File: src/rtl/core_pkg.sv
package core_pkg;

  localparam int XLEN      = 32;
  localparam int REG_COUNT = 32;
  localparam int REG_AW    = $clog2(REG_COUNT);
  localparam int IMM_W     = 16;
  localparam int JIMM_W    = 26;

  typedef enum logic [5:0] {
    OP_RTYPE = 6'd0,
    OP_JUMP  = 6'd2,
    OP_BEQ   = 6'd4,
    OP_LOAD  = 6'd35,
    OP_STORE = 6'd43
  } opcode_e;

  typedef enum logic [1:0] {
    CLASS_ADD   = 2'b00,
    CLASS_SUB   = 2'b01,
    CLASS_FUNCT = 2'b10
  } opclass_e;

  typedef enum logic [3:0] {
    ALU_AND = 4'b0000,
    ALU_OR  = 4'b0001,
    ALU_ADD = 4'b0010,
    ALU_SUB = 4'b0110,
    ALU_SLT = 4'b0111,
    ALU_NOR = 4'b1100
  } alufn_e;

  localparam logic [5:0] FN_ADD = 6'h20;
  localparam logic [5:0] FN_SUB = 6'h22;
  localparam logic [5:0] FN_AND = 6'h24;
  localparam logic [5:0] FN_OR  = 6'h25;
  localparam logic [5:0] FN_SLT = 6'h2A;

  typedef struct packed {
    logic   regDst;
    logic   aluSrc;
    logic   memToReg;
    logic   regWrite;
    logic   memRead;
    logic   memWrite;
    logic   branch;
    logic   jump;
    alufn_e aluFn;
  } ctrl_t;

endpackage

File: src/rtl/core_control.sv
module core_control
  import core_pkg::*;
(
  input  logic       clk,
  input  logic       rst,
  input  logic [5:0] opcode,
  input  logic [5:0] funct,
  output ctrl_t      ctrl
);

  opclass_e opClass;
  ctrl_t    mainDec;

  // first level: opcode -> strobes and operation class
  always_comb begin
    mainDec       = '0;
    mainDec.aluFn = ALU_ADD;
    opClass       = CLASS_ADD;
    case (opcode)
      OP_RTYPE: begin
        mainDec.regDst   = 1'b1;
        mainDec.regWrite = 1'b1;
        opClass          = CLASS_FUNCT;
      end
      OP_LOAD: begin
        mainDec.aluSrc   = 1'b1;
        mainDec.memToReg = 1'b1;
        mainDec.regWrite = 1'b1;
        mainDec.memRead  = 1'b1;
      end
      OP_STORE: begin
        mainDec.aluSrc   = 1'b1;
        mainDec.memWrite = 1'b1;
      end
      OP_BEQ: begin
        mainDec.branch = 1'b1;
        opClass        = CLASS_SUB;
      end
      OP_JUMP: mainDec.jump = 1'b1;
      default: ;
    endcase
  end

  alufn_e aluSel;

  // second level: class refined by the function field
  always_comb begin
    case (opClass)
      CLASS_SUB:   aluSel = ALU_SUB;
      CLASS_FUNCT: begin
        case (funct)
          FN_SUB:  aluSel = ALU_SUB;
          FN_AND:  aluSel = ALU_AND;
          FN_OR:   aluSel = ALU_OR;
          FN_SLT:  aluSel = ALU_SLT;
          default: aluSel = ALU_ADD;
        endcase
      end
      default:     aluSel = ALU_ADD;
    endcase
  end

  always_comb begin
    ctrl       = mainDec;
    ctrl.aluFn = aluSel;
    if (rst) begin
      ctrl.regWrite = 1'b0;
      ctrl.memRead  = 1'b0;
      ctrl.memWrite = 1'b0;
      ctrl.branch   = 1'b0;
      ctrl.jump     = 1'b0;
    end
  end

  assert_reset_quiet_R1: assert property (@(posedge clk)
    rst |-> (!ctrl.regWrite && !ctrl.memRead && !ctrl.memWrite));

  assert_unknown_quiet_R10: assert property (@(posedge clk) disable iff (rst)
    !(opcode inside {OP_RTYPE, OP_JUMP, OP_BEQ, OP_LOAD, OP_STORE})
      |-> (!ctrl.regWrite && !ctrl.memRead && !ctrl.memWrite && !ctrl.branch && !ctrl.jump));

  assert_port_excl_R11: assert property (@(posedge clk) disable iff (rst)
    !(ctrl.memRead && ctrl.memWrite));

endmodule

File: src/rtl/core_regfile.sv
module core_regfile #(
  parameter int WIDTH = 32,
  parameter int DEPTH = 32,
  localparam int AW   = $clog2(DEPTH)
) (
  input  logic             clk,
  input  logic             rst,
  input  logic [AW-1:0]    rdAddrA,
  input  logic [AW-1:0]    rdAddrB,
  output logic [WIDTH-1:0] rdDataA,
  output logic [WIDTH-1:0] rdDataB,
  input  logic             wrEn,
  input  logic [AW-1:0]    wrAddr,
  input  logic [WIDTH-1:0] wrData
);

  logic [WIDTH-1:0] regs [DEPTH];

  always_ff @(posedge clk) begin
    if (wrEn && wrAddr != '0) regs[wrAddr] <= wrData;
  end

  assign rdDataA = (rdAddrA == '0) ? '0 : regs[rdAddrA];
  assign rdDataB = (rdAddrB == '0) ? '0 : regs[rdAddrB];

  assert_write_lands_R4: assert property (@(posedge clk) disable iff (rst)
    (wrEn && wrAddr != '0) |=> (regs[$past(wrAddr)] == $past(wrData)));

  assert_zero_port_R6: assert property (@(posedge clk) disable iff (rst)
    (rdAddrB == '0) |-> (rdDataB == '0));

endmodule

File: src/rtl/core_alu.sv
module core_alu
  import core_pkg::*;
#(
  parameter int WIDTH = 32
) (
  input  logic [WIDTH-1:0] opA,
  input  logic [WIDTH-1:0] opB,
  input  alufn_e           fn,
  output logic [WIDTH-1:0] result,
  output logic             zero
);

  always_comb begin
    case (fn)
      ALU_AND: result = opA & opB;
      ALU_OR:  result = opA | opB;
      ALU_SUB: result = opA - opB;
      ALU_SLT: result = {{(WIDTH-1){1'b0}}, ($signed(opA) < $signed(opB))};
      ALU_NOR: result = ~(opA | opB);
      default: result = opA + opB;
    endcase
  end

  assign zero = (result == '0);

endmodule

File: src/rtl/core_datapath.sv
module core_datapath
  import core_pkg::*;
#(
  parameter int WIDTH   = XLEN,
  parameter int NREGS   = REG_COUNT,
  localparam int AW     = $clog2(NREGS),
  localparam int EXT_W  = WIDTH - IMM_W,
  localparam int PAGE_W = WIDTH - JIMM_W - 2
) (
  input  logic             clk,
  input  logic             rst,
  input  ctrl_t            ctrl,
  input  logic [WIDTH-1:0] instr,
  output logic [WIDTH-1:0] pc,
  output logic [WIDTH-1:0] dmemAddr,
  output logic [WIDTH-1:0] dmemWdata,
  input  logic [WIDTH-1:0] dmemRdata
);

  localparam logic [WIDTH-1:0] RESET_PC = '0;
  localparam logic [WIDTH-1:0] STEP     = WIDTH'(4);

  logic [AW-1:0]     rsIdx, rtIdx, rdIdx, wrIdx;
  logic [IMM_W-1:0]  imm;
  logic [JIMM_W-1:0] jumpImm;
  logic [WIDTH-1:0]  immExt, rsData, rtData, aluB, aluResult, wrData;
  logic [WIDTH-1:0]  pcPlus4, branchTarget, jumpTarget, nextPc;
  logic              aluZero, takeBranch;

  assign rsIdx   = instr[25:21];
  assign rtIdx   = instr[20:16];
  assign rdIdx   = instr[15:11];
  assign imm     = instr[IMM_W-1:0];
  assign jumpImm = instr[JIMM_W-1:0];
  assign immExt  = {{EXT_W{imm[IMM_W-1]}}, imm};

  assign wrIdx  = ctrl.regDst ? rdIdx : rtIdx;
  assign wrData = ctrl.memToReg ? dmemRdata : aluResult;

  core_regfile #(.WIDTH(WIDTH), .DEPTH(NREGS)) uRegs (
    .clk(clk), .rst(rst),
    .rdAddrA(rsIdx), .rdAddrB(rtIdx),
    .rdDataA(rsData), .rdDataB(rtData),
    .wrEn(ctrl.regWrite), .wrAddr(wrIdx), .wrData(wrData)
  );

  assign aluB = ctrl.aluSrc ? immExt : rtData;

  core_alu #(.WIDTH(WIDTH)) uAlu (
    .opA(rsData), .opB(aluB), .fn(ctrl.aluFn),
    .result(aluResult), .zero(aluZero)
  );

  assign dmemAddr  = aluResult;
  assign dmemWdata = rtData;

  assign pcPlus4      = pc + STEP;
  assign branchTarget = pcPlus4 + {immExt[WIDTH-3:0], 2'b00};
  assign jumpTarget   = {pc[WIDTH-1 -: PAGE_W], jumpImm, 2'b00};
  assign takeBranch   = ctrl.branch && aluZero;

  always_comb begin
    if (ctrl.jump)       nextPc = jumpTarget;
    else if (takeBranch) nextPc = branchTarget;
    else                 nextPc = pcPlus4;
  end

  always_ff @(posedge clk) begin
    if (rst) pc <= RESET_PC;
    else     pc <= nextPc;
  end

  assert_reset_pc_R1: assert property (@(posedge clk) disable iff (rst)
    $past(rst) |-> (pc == RESET_PC));

  assert_seq_pc_R9: assert property (@(posedge clk) disable iff (rst)
    (!ctrl.jump && !ctrl.branch) |=> (pc == $past(pc) + STEP));

  assert_beq_equal_R7: assert property (@(posedge clk) disable iff (rst)
    (ctrl.branch && rsData == rtData) |=> (pc == $past(pc) + STEP + {$past(immExt[WIDTH-3:0]), 2'b00}));

  assert_beq_differ_R7: assert property (@(posedge clk) disable iff (rst)
    (ctrl.branch && rsData != rtData) |=> (pc == $past(pc) + STEP));

  assert_slt_bool_R5: assert property (@(posedge clk) disable iff (rst)
    (ctrl.aluFn == ALU_SLT) |-> (aluResult[WIDTH-1:1] == '0));

endmodule

File: src/rtl/core_top.sv
module core_top
  import core_pkg::*;
(
  input  logic        clk,
  input  logic        rst,
  output logic [31:0] imemAddr,
  input  logic [31:0] imemData,
  output logic [31:0] dmemAddr,
  output logic [31:0] dmemWdata,
  input  logic [31:0] dmemRdata,
  output logic        dmemRead,
  output logic        dmemWrite
);

  ctrl_t ctrl;

  core_control uCtrl (
    .clk(clk), .rst(rst),
    .opcode(imemData[31:26]), .funct(imemData[5:0]),
    .ctrl(ctrl)
  );

  core_datapath #(.WIDTH(XLEN), .NREGS(REG_COUNT)) uPath (
    .clk(clk), .rst(rst), .ctrl(ctrl), .instr(imemData),
    .pc(imemAddr), .dmemAddr(dmemAddr), .dmemWdata(dmemWdata),
    .dmemRdata(dmemRdata)
  );

  assign dmemRead  = ctrl.memRead;
  assign dmemWrite = ctrl.memWrite;

endmodule

File: config.mk
export PLATFORM = sky130hd
export DESIGN_NAME = core_top
export DESIGN_NICKNAME = d
export VERILOG_FILES = /design/src/rtl/core_pkg.sv /design/src/rtl/core_control.sv /design/src/rtl/core_regfile.sv /design/src/rtl/core_alu.sv /design/src/rtl/core_datapath.sv /design/src/rtl/core_top.sv
export SDC_FILE = /design/constraint.sdc
export NUM_CORES = 2
export LEC_CHECK = 0
export ABC_CLOCK_PERIOD_IN_PS = 6500
export BUFFER_PORTS_ARGS = -buffer_cell sky130_fd_sc_hd__buf_2
export CAP_MARGIN = 20
export CORE_ASPECT_RATIO = 1.75
export CORE_UTILIZATION = 56
export CTS_CLUSTER_SIZE = 24
export DETAILED_ROUTE_END_ITERATION = 6
export HOLD_SLACK_MARGIN = 0.12
export PLACE_DENSITY = 0.75
export SYNTH_ARGS = -nofsm -noshare
export SYNTH_HDL_FRONTEND = slang
export SYNTH_SLANG_ARGS = --single-unit
File: constraint.sdc
create_clock -name clk -period 6.5 [get_ports clk]
set_input_delay 0.65 -clock clk [delete_from_list [all_inputs] [get_ports clk]]
set_output_delay 0.65 -clock clk [all_outputs]
set_load 0.01 [all_outputs]
## Word-level counts from Yosys, hierarchy flattened

Memory sizes are Yosys's and may differ from the RTL's.
Index checks and enable logic that the tools add are counted.

- Flip-flop bits (word level): 32
- Memory bits (writable): 1024
- Logic and storage cells: 58
- Memories kept: 1

Memories:

| name | depth | bits a word | rd ports | clocked after memory_dff | wr ports | RTL line | text |
|---|---|---|---|---|---|---|---|
| uPath.uRegs.regs | 32 | 32 | 2 | 0 | 1 | core_regfile.sv:17 | `logic [WIDTH-1:0] regs [DEPTH];` |

- $add $sub $neg: 4
- Magnitude comparators: 1
- Eq/ne operators: 14
- Muxes and demuxes: 21
- Bitwise operators: 3
- Reduce and logical (&&, ||, !) cells: 11

Operator list:

| kind | number |
|---|---|
| $mux W32 | 5 |
| $pmux W32 S5 | 1 |
| $add A32 B32 Y32 | 2 |
| $eq A6 B6 Y1 const B | 6 |
| $add A32 B3 Y32 const B | 1 |
| $and A32 B32 Y32 | 1 |
| $logic_not A32 Y1 | 1 |
| $lt A32 B32 Y1 | 1 |
| $not A32 Y32 | 1 |
| $or A32 B32 Y32 | 1 |
| $sub A32 B32 Y32 | 1 |
| $mux W28 | 1 |
| $pmux W3 S4 | 1 |
| $logic_not A5 Y1 | 2 |
| $mux W5 | 2 |
| $mux W1 | 9 |
| $eq A4 B3 Y1 const B | 2 |
| $pmux W4 S2 | 1 |
| $eq A6 B2 Y1 const B | 1 |
| $eq A6 B3 Y1 const B | 1 |
| $logic_not A6 Y1 | 1 |
| $reduce_or A2 Y1 | 3 |
| $reduce_bool A5 Y1 | 1 |
| $eq A4 B1 Y1 const B | 1 |
| other kinds (6) | 7 |

## Depth between registers and ports, before layout

- Word-level depth: 11
- Depth in mapped cells: 26
- Gate-level depth less buffers: 21

## Modules after synthesis

A second synthesis with hierarchy kept.

- Cells, all modules: 4011
- Area total of the unflattened synthesis: 57845.5 µm²

Modules (own cells, without submodules):

| module | instances | cells each | area each (µm²) | sequential area each (µm²) |
|---|---|---|---|---|
| core_regfile | 1 | 2564 | 47929.7 | 30749.5 |
| core_alu | 1 | 845 | 5489.0 | 0.0 |
| core_datapath | 1 | 573 | 4211.5 | 600.6 |
| core_control | 1 | 29 | 215.2 | 0.0 |

## Least setup slack after synthesis

No wires, ideal clock.

- Path kind: in2reg
- From: in imemData[21]
- To: mem uPath.uRegs.regs[0][28] (data pin)
- Data arrival time: 6.713 ns
- Data required time: 6.149 ns
- Slack: -0.563 ns
- Stages: 21
- Path buffers: 5
- Cell sequence: clkbuf_1 > clkbuf_1 > clkbuf_1 > buf_1 > mux4_2 > mux4_2 > nand2_1 > a21oi_1 > ha_1 > buf_4 > o21bai_4 > a2111oi_4 > o41ai_2 > o31a_4 > a2111oi_4 > o311a_1 > o31ai_1 > mux2i_1 > nor2_1 > nor2_1 > nor2_1

- Longest elaborated chain between the ends: 6
- Elaborated cells between the ends (all ways): 10

Ends and longest elaborated chain:

| element | RTL line | text |
|---|---|---|
| start: declaration | core_top.sv:7 | `input logic [31:0] imemData,` |
| $mem_v2 Z32 W32 or $logic_not A5 Y1 (tied branches) | -- |  |
| $mux W32 (*) | core_regfile.sv:23 | `assign rdDataA = (rdAddrA == '0) ? '0 : regs[rdAddrA];` |
| branches (longest 2 deep; another with $add A32 B32 Y32) | -- |  |
| $pmux W32 S5 (*) | core_alu.sv:14 | `case (fn)` |
| via dmemAddr[28] | core_top.sv:8 | `output logic [31:0] dmemAddr,` |
| $mux W32 (*) | core_datapath.sv:38 | `assign wrData = ctrl.memToReg ? dmemRdata : aluResult;` |
| via uPath.uRegs.wrData[28] | core_regfile.sv:14 | `input logic [WIDTH-1:0] wrData` |
| end: declaration | core_regfile.sv:17 |  |

Mark *: on every way through the listed nets, which the timed path passes.

## Worst setup path after layout

- From: in imemData[16]
- To: out dmemAddr[27]

- Longest elaborated chain between the ends: 6
- Elaborated cells between the ends (all ways): 10

Ends and longest elaborated chain:

| element | RTL line | text |
|---|---|---|
| $mem_v2 Z32 W32 or $logic_not A5 Y1 (tied branches) | -- |  |
| $mux W32 (*) | core_regfile.sv:24 | `assign rdDataB = (rdAddrB == '0) ? '0 : regs[rdAddrB];` |
| $mux W32 (*) | core_datapath.sv:47 | `assign aluB = ctrl.aluSrc ? immExt : rtData;` |
| branches (longest 2 deep; another with $add A32 B32 Y32) | -- |  |
| $pmux W32 S5 (*) | core_alu.sv:14 |  |
| end: declaration | core_top.sv:8 |  |

Every way passes the cells marked *.

==> metrics.md <==
| Metric | Value |
|---|---|
| Vert. Die Dim | approximately 420 um |
| Fmax | 155 MHz |
| CP Data Arrival Time | around 5.8 ns |
| DRT antenna net count | 0 |
| Mapped Cells | 3426 |
| Power density over the cells | around 280 nW/um^2 |
| Slew HR | 0.239 |
| First-pass GRT wire length | around 270000 um |
| Drt total wl | 195000 um |
| Met3 WL | 23800 um |
| Outcome | completed |
| TritonRoute pass-1 iters | 6 |
| Final number of setup-violating endpoints | 0 |
| Final min period | 6.45 ns |
| Root Buffer | clkbuf_16 |
| GRT Overall Usage | 0.374 |
| Async SR Flop Fraction | 0 |
| Routability Congestion | 1.02 |
| Port Buffers | 161 |
| Vias | 39500 |
| DRT iter0 DRCs | between 5000 and 6000 |
| Initial antenna violation count | 4 |
| CP Class | in -> out |
| PnR worst setup slack | between 0.05 and 0.06 ns |
| Synth Area per Inst | 16.4 um^2 |
| Max Transition Viols Final | 0 |
| Hold crit path type | in -> reg |
| Clock Path Buffers | 3 |
| M1 wire length | 58500 um |
| FP Rows | 153 |
| Yosys warnings | 0 |
| CP Launch Type | primary input |
| Total CTS buffers | 90 |
| Die area | 102000 um^2 |
| Total power | 18.8 mW |
| Gr ovfl total | 0 |
| Wire per inst | 36.1 um |
| Routed wl met2 | 96400 um |
| MaxCap Viol Count | 0 |
| Worst slack, placed | -0.762 ns |
| # nets final | approximately 4200 |
| H-tree depth | 3 |
| Share of post-route cells with drive strength above 1 | 0.398 |
| Initial core utilization | 0.566 |
| Worst-case clock skew | 0.0470 ns |
| LEAKAGE | 23.4 nW |
| Hold Vio Cnt, Final | 0 |
| Vias per cell | 7.30 |
| Post-DP HPWL | 118000 um |
| Least-Margin Pin Slew | roughly 1.1 ns |
| Peak VDD IR | ~0.00024 V |
| Setup crit start | imemData[16] |
| Post-synth EDFFs | 1024 |
| Primary FF master, synth | edfxtp_1 |
| # DRC | 0 |
| RR Startpoint | uPath.uRegs.regs[16][0] |
| Worst hold start | imemData[10] |
| Vias in the first global route | around 40000 |
| Die W | between 200 and 250 um |
| Clock sinks | 1054 |
| Core Util, Final | 0.670 |
| Clk slew on worst S/H paths | 0.07 ns |
| # IOs | 164 |
| Sequential share of the synthesized area | 0.557 |
| CTS tree | done |
| Clock Latency Late Sink | roughly 0.73 ns |
| Core footprint | ~100000 um^2 |
| CP Max Fanout | 17 |
| Period Utilization, post-route | 0.992 |
| Area growth, synth to finish | 18.4% |
| Most frequent cells in the layout | edfxtp_1 (1024), mux4_2 (640), buf_4 (478) |
| Commonest non-fill, non-tap cell in the layout | edfxtp_1 |
| CP Data Required Time | 5.85 ns |
| Crit end category | primary output |
| Synthesized flop and latch total | 1054 |
| Count of cell types in the netlist | 87 |
| Largest net degree at the start of global routing | 62 |
| Max Used Layer | met5 |
| Mapped cell area | between 50000 and 60000 um^2 |
## layout make-up
| cell class | instances | area, um^2 |
|---|---|---|
| diodes | 1 | 2.50 |
| well taps | 1317 | 1650 |
| flip-flops and latches | 1054 | 31400 |
| multi-input cells | 2053 | 24300 |
| clock inverters | 53 | 465 |
| clock buffers | 110 | 2410 |
| inverters | 108 | 405 |
| repair buffers | 717 | 6060 |
| fillers | 6400 | 32900 |
## worst max-delay path, stage by stage
cell	delay [ns]
buf_16	0.18
buf_16	0.18
buf_16	0.15
buf_8	0.15
mux4_2	0.52
mux4_2	0.53
mux2i_2	0.22
buf_4	0.18
nor3_1	0.05
a21oi_1	0.12
buf_4	0.15
ha_1	0.21
buf_4	0.14
nand2_1	0.09
nor2_2	0.19
nand4_1	0.19
o21ai_2	0.21
buf_4	0.20
a21oi_2	0.08
o31a_1	0.36
a21oi_1	0.22
nor2b_1	0.07
a311o_1	0.39
buf_4	0.16
buf_2	0.14
## registers in the layout, summed over array words and instances (netlist names)
name,count
uPath.pc,30
uPath.uRegs.regs,1024
## per-stage QoR
| step | TNS [ns] | instances | hold WS (ns) | cell area [um^2] |
|---|---|---|---|---|
| after floorplan | 0 | 3459 | 0.541 | 56500 |
| after global placement | -26.36 | 5221 | 0.532 | 63000 |
| after detailed placement | -34.30 | 5222 | 0.539 | 63000 |
| after CTS | 0 | 5397 | 0.231 | 66200 |
| after global routing | -0.314 | 5413 | 0.268 | 66600 |
| final | 0 | 5413 | 0.270 | 66600 |
## path summary, 6_finish.rpt
kind                                     end  slack (ns)  cells past startpoint
worst max-delay path            dmemAddr[27]        0.05                     25
worst min-delay path            uPath.pc[12]        0.27                      3
worst max register to register  uPath.pc[20]        0.16                     27
worst min register to register  uPath.pc[29]        0.56                      2
## power breakdown
group	total (mW)	internal [mW]	switching [mW]	leakage, nW
Combinational	4.87	2.01	2.86	12.5
Sequential	8.39	8.35	0.0395	9.44
Clock	5.51	2.90	2.61	1.41
Total	18.8	13.3	5.51	23.4
## Yosys cell counts, drive strengths merged (13+ instances only)
library cell / instances / area share
a211oi: 42 / 0.0056
a21o: 29 / 0.0039
a221oi: 16 / 0.0025
edfxtp: 1024 / 0.55
inv: 108 / 0.0072
o21ai: 58 / 0.0052
a21oi: 136 / 0.012
ha: 129 / 0.029
nand2b: 52 / 0.0058
nand2: 118 / 0.0079
buf: 74 / 0.0059
xnor2: 42 / 0.0065
a31oi: 19 / 0.0021
o211ai: 23 / 0.0031
nand3: 38 / 0.0036
or2: 14 / 0.0016
nor3: 55 / 0.0049
mux4: 640 / 0.26
and3: 14 / 0.0016
dfxtp: 30 / 0.011
mux2i: 67 / 0.012
nor2b: 16 / 0.0018
xor2: 13 / 0.0020
clkbuf: 170 / 0.011
nor2: 282 / 0.019
o21a: 17 / 0.0023
## logic make-up after synthesis
| kind of cell | synth area share |
|---|---|
| buffers and inverters | 0.0244 |
| flip-flops | 0.557 |
| other | 0.0000666 |
| adder cells (fa/ha/maj) | 0.0297 |
| XOR/XNOR | 0.00856 |
| AO/OA/AOI/OAI | 0.0571 |
| AND/OR/NAND/NOR | 0.0554 |
| multiplexers | 0.268 |
## routing by layer
layer  vias up  track usage
li1      15300            -
met1     19700        0.433
met2      3536        0.623
met3       966       0.0781
met4         2        0.263
met5         -            0
## what timing repair did
item	4_1_cts	5_1_grt
hold buffers	0	0
pin swaps	10	22
cloned	0	5
endpoints found under the setup margin	39	41
setup buffers	12	9
gates resized for setup	33	59
No activity file was read; power rests on OpenSTA's default activity.
